<file path="src/rtl/sram_ctrl_pkg.sv">
// Package: shared types for the asynchronous SRAM port controller.
// Holds the sequencer state encoding and the decode from state to the
// logical (active-high) strobe set. Assumes one access in flight at a time.
package sram_ctrl_pkg;

    typedef enum logic [2:0] {
        ST_IDLE  = 3'd0,
        ST_READ  = 3'd1,
        ST_TURN  = 3'd2,
        ST_WRITE = 3'd3,
        ST_WHOLD = 3'd4
    } seq_state_e;

    typedef struct packed {
        logic sel;    // both chip enables active
        logic rd_en;  // RAM output enable active
        logic wr_en;  // RAM write enable active
        logic drive;  // controller drives the data bus
    } strobe_t;

    // Map a sequencer state to the strobes it asserts.
    function automatic strobe_t phase_strobes(input seq_state_e st);
        strobe_t s;
        s = '0;
        case (st)
            ST_READ:  begin s.sel = 1'b1; s.rd_en = 1'b1; end
            ST_WRITE: begin s.sel = 1'b1; s.wr_en = 1'b1; s.drive = 1'b1; end
            ST_WHOLD: begin s.sel = 1'b1; s.drive = 1'b1; end
            default:  s = '0;
        endcase
        return s;
    endfunction

endpackage

</file>
<file path="src/rtl/sram_phase_timer.sv">
// Phase timer: counts cycles spent in the current phase and flags the
// last one. Assumes the sequencer restarts it on every phase change and
// holds last_idx constant while a phase runs.
module sram_phase_timer #(
    parameter int CNT_W = 2
) (
    input  logic             clk,
    input  logic             rst_n,
    input  logic             restart,
    input  logic [CNT_W-1:0] last_idx,
    output logic             at_end
);

    logic [CNT_W-1:0] cnt_q;

    // Cycle counter within the running phase.
    always_ff @(posedge clk) begin
        if (!rst_n)       cnt_q <= '0;
        else if (restart) cnt_q <= '0;
        else              cnt_q <= cnt_q + 1'b1;
    end

    // Last cycle of the phase.
    always_comb at_end = (cnt_q == last_idx);

endmodule

</file>
<file path="src/rtl/sram_seq_fsm.sv">
// Access sequencer: takes one host request, walks the read, turnaround,
// write-strobe and write-hold phases, and remembers whether the RAM drove
// the bus last so a following write gets a turnaround gap.
// Assumes phase lengths are already clamped to at least one cycle.
module sram_seq_fsm
    import sram_ctrl_pkg::*;
#(
    parameter int CNT_W   = 2,
    parameter int RD_LEN  = 2,
    parameter int STB_LEN = 2,
    parameter int TA_LEN  = 1
) (
    input  logic             clk,
    input  logic             rst_n,
    input  logic             req_valid,
    input  logic             req_write,
    input  logic             at_end,
    output seq_state_e       state,
    output logic             restart,
    output logic [CNT_W-1:0] last_idx,
    output logic             accept,
    output logic             capture
);

    seq_state_e state_q, state_d;
    logic       bus_hot_q;

    // Next-state selection.
    always_comb begin
        state_d = state_q;
        case (state_q)
            ST_IDLE:  if (req_valid) begin
                          if (req_write) state_d = bus_hot_q ? ST_TURN : ST_WRITE;
                          else           state_d = ST_READ;
                      end
            ST_READ:  if (at_end) state_d = ST_IDLE;
            ST_TURN:  if (at_end) state_d = ST_WRITE;
            ST_WRITE: if (at_end) state_d = ST_WHOLD;
            ST_WHOLD: state_d = ST_IDLE;
            default:  state_d = ST_IDLE;
        endcase
    end

    // State register.
    always_ff @(posedge clk) begin
        if (!rst_n) state_q <= ST_IDLE;
        else        state_q <= state_d;
    end

    // Tracks whether the last access let the RAM drive the bus.
    always_ff @(posedge clk) begin
        if (!rst_n)                          bus_hot_q <= 1'b0;
        else if (state_q == ST_READ && at_end) bus_hot_q <= 1'b1;
        else if (state_d == ST_WRITE)        bus_hot_q <= 1'b0;
    end

    // Phase length selection for the timer.
    always_comb begin
        case (state_q)
            ST_READ:  last_idx = CNT_W'(RD_LEN - 1);
            ST_TURN:  last_idx = CNT_W'(TA_LEN - 1);
            ST_WRITE: last_idx = CNT_W'(STB_LEN - 1);
            default:  last_idx = '0;
        endcase
    end

    // Handshake and control outputs.
    always_comb begin
        state   = state_q;
        restart = (state_d != state_q) || (state_q == ST_IDLE);
        accept  = (state_q == ST_IDLE) && req_valid;
        capture = (state_q == ST_READ) && at_end;
    end

endmodule

</file>
<file path="src/rtl/sram_bus_side.sv">
// Bus-side datapath: latches the accepted request, decodes the RAM strobes
// from the sequencer state, and captures read data with a one-cycle pulse.
// Assumes address and write data are only loaded while idle.
module sram_bus_side
    import sram_ctrl_pkg::*;
#(
    parameter int ADDR_W = 17,
    parameter int DATA_W = 8
) (
    input  logic              clk,
    input  logic              rst_n,
    input  seq_state_e        state,
    input  logic              accept,
    input  logic              capture,
    input  logic [ADDR_W-1:0] req_addr,
    input  logic [DATA_W-1:0] req_wdata,
    input  logic [DATA_W-1:0] mem_dq_in,
    output logic [ADDR_W-1:0] mem_addr,
    output logic              mem_ce_n,
    output logic              mem_ce,
    output logic              mem_oe_n,
    output logic              mem_we_n,
    output logic [DATA_W-1:0] mem_dq_out,
    output logic              mem_dq_oe,
    output logic              rsp_valid,
    output logic [DATA_W-1:0] rsp_rdata
);

    logic [ADDR_W-1:0] addr_q;
    logic [DATA_W-1:0] wdata_q;
    logic [DATA_W-1:0] rdata_q;
    logic              rsp_q;
    strobe_t           stb;

    // Request latch, loaded on acceptance and held for the whole access.
    always_ff @(posedge clk) begin
        if (!rst_n) begin
            addr_q  <= '0;
            wdata_q <= '0;
        end else if (accept) begin
            addr_q  <= req_addr;
            wdata_q <= req_wdata;
        end
    end

    // Read capture at the end of the read phase.
    always_ff @(posedge clk) begin
        if (!rst_n) begin
            rdata_q <= '0;
            rsp_q   <= 1'b0;
        end else begin
            rsp_q <= capture;
            if (capture) rdata_q <= mem_dq_in;
        end
    end

    // Strobe decode and pin polarity.
    always_comb begin
        stb        = phase_strobes(state);
        mem_addr   = addr_q;
        mem_ce_n   = ~stb.sel;
        mem_ce     = stb.sel;
        mem_oe_n   = ~stb.rd_en;
        mem_we_n   = ~stb.wr_en;
        mem_dq_oe  = stb.drive;
        mem_dq_out = wdata_q;
        rsp_valid  = rsp_q;
        rsp_rdata  = rdata_q;
    end

endmodule

</file>
<file path="src/rtl/sram_port_ctrl.sv">
// Top: synchronous host port to an asynchronous byte-wide SRAM.
// Clamps the phase parameters to at least one cycle, derives the strobe
// length from width and data-setup limits, and wires sequencer, timer and
// bus-side datapath. Assumes one outstanding access; the bus data pins use
// a separate driver enable.
module sram_port_ctrl
    import sram_ctrl_pkg::*;
#(
    parameter int ADDR_W = 17,
    parameter int DATA_W = 8,
    parameter int RD_CYC = 2,
    parameter int WR_CYC = 2,
    parameter int DS_CYC = 2,
    parameter int TA_CYC = 1
) (
    input  logic              clk,
    input  logic              rst_n,
    input  logic              req_valid,
    output logic              req_ready,
    input  logic              req_write,
    input  logic [ADDR_W-1:0] req_addr,
    input  logic [DATA_W-1:0] req_wdata,
    output logic              rsp_valid,
    output logic [DATA_W-1:0] rsp_rdata,
    output logic [ADDR_W-1:0] mem_addr,
    output logic              mem_ce_n,
    output logic              mem_ce,
    output logic              mem_oe_n,
    output logic              mem_we_n,
    output logic [DATA_W-1:0] mem_dq_out,
    output logic              mem_dq_oe,
    input  logic [DATA_W-1:0] mem_dq_in
);

    localparam int RD_LEN  = (RD_CYC < 1) ? 1 : RD_CYC;
    localparam int WR_LEN  = (WR_CYC < 1) ? 1 : WR_CYC;
    localparam int DS_LEN  = (DS_CYC < 1) ? 1 : DS_CYC;
    localparam int TA_LEN  = (TA_CYC < 1) ? 1 : TA_CYC;
    localparam int STB_LEN = (WR_LEN > DS_LEN) ? WR_LEN : DS_LEN;
    localparam int MAX_A   = (RD_LEN > STB_LEN) ? RD_LEN : STB_LEN;
    localparam int MAX_LEN = (MAX_A > TA_LEN) ? MAX_A : TA_LEN;
    localparam int CNT_W   = $clog2(MAX_LEN + 1);

    seq_state_e       state;
    logic             restart;
    logic             at_end;
    logic [CNT_W-1:0] last_idx;
    logic             accept;
    logic             capture;

    sram_seq_fsm #(
        .CNT_W  (CNT_W),
        .RD_LEN (RD_LEN),
        .STB_LEN(STB_LEN),
        .TA_LEN (TA_LEN)
    ) seq_i (
        .clk      (clk),
        .rst_n    (rst_n),
        .req_valid(req_valid),
        .req_write(req_write),
        .at_end   (at_end),
        .state    (state),
        .restart  (restart),
        .last_idx (last_idx),
        .accept   (accept),
        .capture  (capture)
    );

    sram_phase_timer #(
        .CNT_W(CNT_W)
    ) tmr_i (
        .clk     (clk),
        .rst_n   (rst_n),
        .restart (restart),
        .last_idx(last_idx),
        .at_end  (at_end)
    );

    sram_bus_side #(
        .ADDR_W(ADDR_W),
        .DATA_W(DATA_W)
    ) bus_i (
        .clk       (clk),
        .rst_n     (rst_n),
        .state     (state),
        .accept    (accept),
        .capture   (capture),
        .req_addr  (req_addr),
        .req_wdata (req_wdata),
        .mem_dq_in (mem_dq_in),
        .mem_addr  (mem_addr),
        .mem_ce_n  (mem_ce_n),
        .mem_ce    (mem_ce),
        .mem_oe_n  (mem_oe_n),
        .mem_we_n  (mem_we_n),
        .mem_dq_out(mem_dq_out),
        .mem_dq_oe (mem_dq_oe),
        .rsp_valid (rsp_valid),
        .rsp_rdata (rsp_rdata)
    );

    // Host may issue a request only while the sequencer is idle.
    always_comb req_ready = (state == ST_IDLE);

endmodule

</file>
<file path="config.mk">
export PLATFORM = sky130hd
export DESIGN_NAME = sram_port_ctrl
export DESIGN_NICKNAME = d
export VERILOG_FILES = /design/src/rtl/sram_ctrl_pkg.sv /design/src/rtl/sram_phase_timer.sv /design/src/rtl/sram_seq_fsm.sv /design/src/rtl/sram_bus_side.sv /design/src/rtl/sram_port_ctrl.sv
export SDC_FILE = /design/constraint.sdc
export NUM_CORES = 1
export LEC_CHECK = 0
export BUFFER_PORTS_ARGS = -buffer_cell sky130_fd_sc_hd__buf_2
export CORE_ASPECT_RATIO = 1.2
export CORE_MARGIN = 8
export CORE_UTILIZATION = 41
export CTS_BUF_LIST = sky130_fd_sc_hd__clkbuf_4 sky130_fd_sc_hd__clkbuf_8 sky130_fd_sc_hd__clkbuf_16
export CTS_CLUSTER_SIZE = 16
export DETAILED_ROUTE_END_ITERATION = 6
export HOLD_SLACK_MARGIN = 0.03
export PLACE_DENSITY = 0.71
export REMOVE_ABC_BUFFERS = 1
export SETUP_SLACK_MARGIN = 0.3
export SLEW_MARGIN = 40
export SYNTH_ARGS = -nofsm -noshare
export SYNTH_HDL_FRONTEND = slang
export SYNTH_HIERARCHICAL = 1
export SYNTH_SLANG_ARGS = --single-unit
</file>
<file path="constraint.sdc">
create_clock -name clk -period 2.05 [get_ports clk]
set_clock_uncertainty 0.05 [all_clocks]
set_input_delay 0 -clock clk [delete_from_list [all_inputs] [get_ports clk]]
set_output_delay 0 -clock clk [all_outputs]
set_load 0.01 [all_outputs]
</file>
==> implementation parameters <==
Parameter                              Value

Yosys
  Dominant cells by area after synthesis ... dfxtp_1, mux2i_1, nor2b_1
  Warning count from the yosys run ... 6
  Average cell area after synthesis ... 11.20 um^2
  Mapped Cells ... 148
  Flop and latch count out of synthesis ... 40
  Biggest area consumer among synthesized cells ... dfxtp_1
  Post-synth design cell area ... 1658 um^2
  Fraction of the yosys area taken by sequential cells ... 48.30%
  Unique masters post-synth ... 31
  Top-area cell type share of the netlist area ... 48.30%

Detailed routing
  Average wire per standard cell ... 14.38 um
  Post-DRT Antenna Nets ... 0
  First DRT Iteration DRCs ... 53
  Sum of routed wire length over all layers ... 4558 um
  Via Count ... 1,441
  Vias per cell ... 4.546
  First-pass detailed-route iteration total ... 4
  # DRC ... 0

Global routing
  Global-route wire length before repair ... 7038 um
  Antenna violations before repair ... 0
  Pin count of the biggest net entering global routing ... 40
  Aggregate global-route resource usage ... 14.40%
  Global-route congestion overflow total ... 0
  Via count of the first global-routing pass ... 1,514

Power
  Largest voltage drop on the vdd net ... 407.8 uV
  Overall power of the completed layout ... 1823 uW
  Reg power frac ... 47.5%
  Internal cell power ... 1334 uW
  Portion of total power attributed to combinational logic ... 23.2%
  Share of total power consumed by net switching ... 26.86%
  Part of the power in the clock network ... 29.2%
  Total power per unit cell area ... 726.1 nW/um^2
  Total leakage power ... 0.001161 uW
  NetSw ... 489.7 uW

Finish
  Post-route cell area ... 2511 um^2
  Share of cells above drive strength 1 ... 37.26%
  Layout Area Growth over Synthesis ... 51.47%
  FILL cells ... 342
  Diode count ... 0
  Layout net count ... 299

Timing
  Unrepaired setup endpoints after global routing ... true
  Number of pins with negative max-slew slack in the final report ... 0
  Worst slew margin relative to its limit ... 62.25%
  Final Hold Vio Count ... 0
  Final worst-path cycle share ... 80.60%
  Fmax ... 605.2 MHz
  Worst Tran Pin Value ... 0.5662 ns
  Min cycle time layout ... 1.652 ns
  Final setup violation count ... 0
  Fin worst setup slack ... 0.3976 ns

Critical path
  Crit Path Category ... flip-flop to flip-flop
  Crit start category ... flip-flop
  Required arrival time at the worst endpoint ... 2.18 ns
  Maximum fanout along the worst path ... 5
  Critical register-to-register path endpoint ... bus_i/rsp_rdata[2]$_SDFFE_PN0P_
  Data arrival time of the worst path ... 1.79 ns
  Crit. End Element ... flip-flop
  Worst r2r path cells ... 6
  Register-to-Register Setup Slack ... 0.40 ns
  Crit Reg-Reg Startpoint ... seq_i/state[2]$_SDFF_PN0_

Outcome
  Result of the run ... finished clean

Floorplan
  Row count ... 25
  I/O Pins ... 77
  Starting utilization of the core area ... 42.40%
  Area of the core region ... 3910 um^2
  Die footprint ... 6343 um^2
  Height of the chip ... 85.66 um
  Die width ... 74.05 um

Placement
  Post-placement worst setup slack ... 0.1764 ns
  Cell Area, Placed ... 2061 um^2
  Half-perimeter wire length of the detailed placement result ... 2886 um
  RD Place Congestion ... 0.7820
  Count of port buffers added during placement ... 76

Hold path
  Min-Delay Path Depth ... 4
  Origin of the worst min-delay path ... req_write
  Worst min-delay path endpoint ... seq_i/bus_hot_q$_SDFFE_PN0P_
  Min-Delay Path Class ... input pin to flip-flop

Clocking
  Buffer cell driving the clock tree root ... clkbuf_8
  Sinks on the clock net ... 40
  Total number of H-tree levels ... 2
  Number of buffers inserted during clock tree synthesis ... 5
  Clock latency on the worst-skew pair ... 0.29 ns
  Number of buffers between clock root and the deepest sink ... 2
  CTS tree ... done
  Clock transition at the register clock pins on the worst setup and hold paths after CTS ... 0.07 ns

Job
  Number of violations of the max-capacitance limit ... 0
[routing by layer]
| metal | track usage, % | wire length [um] | part of all wire, % | vias up |
|---|---|---|---|---|
| met1 | 13.92 | 1688 | 37 | 662 |
| met4 | 8.197 | 160 | 3.5 | 0 |
| li1 | - | - | - | 722 |
| met2 | 26.68 | 2512 | 55 | 44 |
| met3 | 3.151 | 197 | 4.3 | 13 |
| met5 | 0 | 0 | 0 | - |
[area by class of cell]
class	count	area, um^2	share of cell area (%)
Clock inverter	2	10.01	0.3986
Inverter	2	7.507	0.2990
Clock buffer	6	82.58	3.288
Multi-Input combinational cell	99	793.3	31.59
Sequential cell	40	802.0	31.94
Timing Repair Buffer	114	748.2	29.80
Tap cell	54	67.56	2.691
[power groups by stage]
stage / sequential (uW) / combinational [uW] / clock [uW]
detailed placement: 882 / 363 / 0
floorplan: 911 / 189 / 0
global route: 875 / 460 / 587
CTS: 865 / 416 / 547
finish: 867 / 423 / 533
global placement: 881 / 357 / 0
[cells in the final DEF (no fill, tap or decap), drive strengths merged, types with 2 or more instances in the layout]
master       Yosys  final
buf              5     81
dfxtp           40     40
mux2i           33     33
nor2b           33     33
dlygate4sd3      0     33
clkbuf           3      6
nor2             4      4
o21ai            3      3
nand3b           2      2
nand2            2      2
inv              2      2
and2             2      2
clkinv           0      2
a21oi            2      2
xor2             2      2
and4bb           1      2
[Yosys cell counts, drive strengths merged]
cell and instances:
or3 1, o21ai 3, clkbuf 3, nor3 1
a221o 1, and4bb 1, buf 5, and4 1
nor4b 1, and2 2, and2b 1, nor4bb 1
and3b 1, a21oi 2, xnor2 1, xor2 2
nor2b 33, dfxtp 40, nand2b 1, or3b 1
a21bo 1, nor2 4, mux2i 33, nand2 2
conb 1, o21a 1, nand3b 2, inv 2
[how the worst max path moves through the flow]
stage,start,endpoint
after detailed placement,seq_i/state[2]$_SDFF_PN0_,bus_i/rsp_rdata[5]$_SDFFE_PN0P_
after CTS,seq_i/state[2]$_SDFF_PN0_,bus_i/rsp_rdata[5]$_SDFFE_PN0P_
after global placement,seq_i/state[2]$_SDFF_PN0_,bus_i/rsp_rdata[5]$_SDFFE_PN0P_
after floorplan,seq_i/state[2]$_SDFF_PN0_,seq_i/state[0]$_SDFF_PN0_
final,seq_i/state[2]$_SDFF_PN0_,bus_i/rsp_rdata[2]$_SDFFE_PN0P_
after global routing,seq_i/state[2]$_SDFF_PN0_,bus_i/rsp_rdata[5]$_SDFFE_PN0P_
[logic make-up after synthesis]
| group | count (synthesis) | share of synthesized area (%) |
|---|---|---|
| AOI/OAI and AO/OA | 8 | 3.170 |
| xor gates and xnor gates | 3 | 1.585 |
| buffers and inverters | 10 | 4.981 |
| DFF | 40 | 48.30 |
| muxes | 33 | 19.92 |
| other | 1 | 0.2262 |
| and+or+nand+nor | 53 | 21.81 |
[registers in the layout, summed over array words and instances (netlist names)]
| name | cells |
|---|---|
| bus_i/mem_addr | 17 |
| bus_i/mem_dq_out | 8 |
| bus_i/rsp_rdata | 8 |
| bus_i/rsp_valid | 1 |
| seq_i/bus_hot_q | 1 |
| seq_i/state | 3 |
| tmr_i/cnt_q | 2 |
[through the flow]
step	std cells	setup TNS (ns)	hold WS [ns]	utilization [%]
after detailed placement	274	0	0.2151	52.70
final	317	0	0.09664	64.22
after CTS	315	0	0.06377	63.68
after floorplan	140	-4.263	0.07171	-
after global placement	274	0	0.2042	52.70
after global routing	317	0	0.09920	64.22
[critical path, cell delays in order (launching register included)]
cell      delay (ns)
dfxtp_2         0.33
and2b_2         0.22
xor2_1          0.14
nor2_2          0.20
and4bb_2        0.35
mux2i_1         0.20
nor2b_1         0.06
[timing repair]
| item | 4_1_cts | 5_1_grt |
|---|---|---|
| gates cloned | 0 | 1 |
| gates resized for setup | 2 | 1 |
| pin swaps | 0 | 2 |
| setup endpoints to repair | 9 | 9 |
| setup buffers | 0 | 1 |
| hold endpoints to repair | 33 | 0 |
| hold buffers | 33 | 0 |
(Power assumes the default switching activity.)
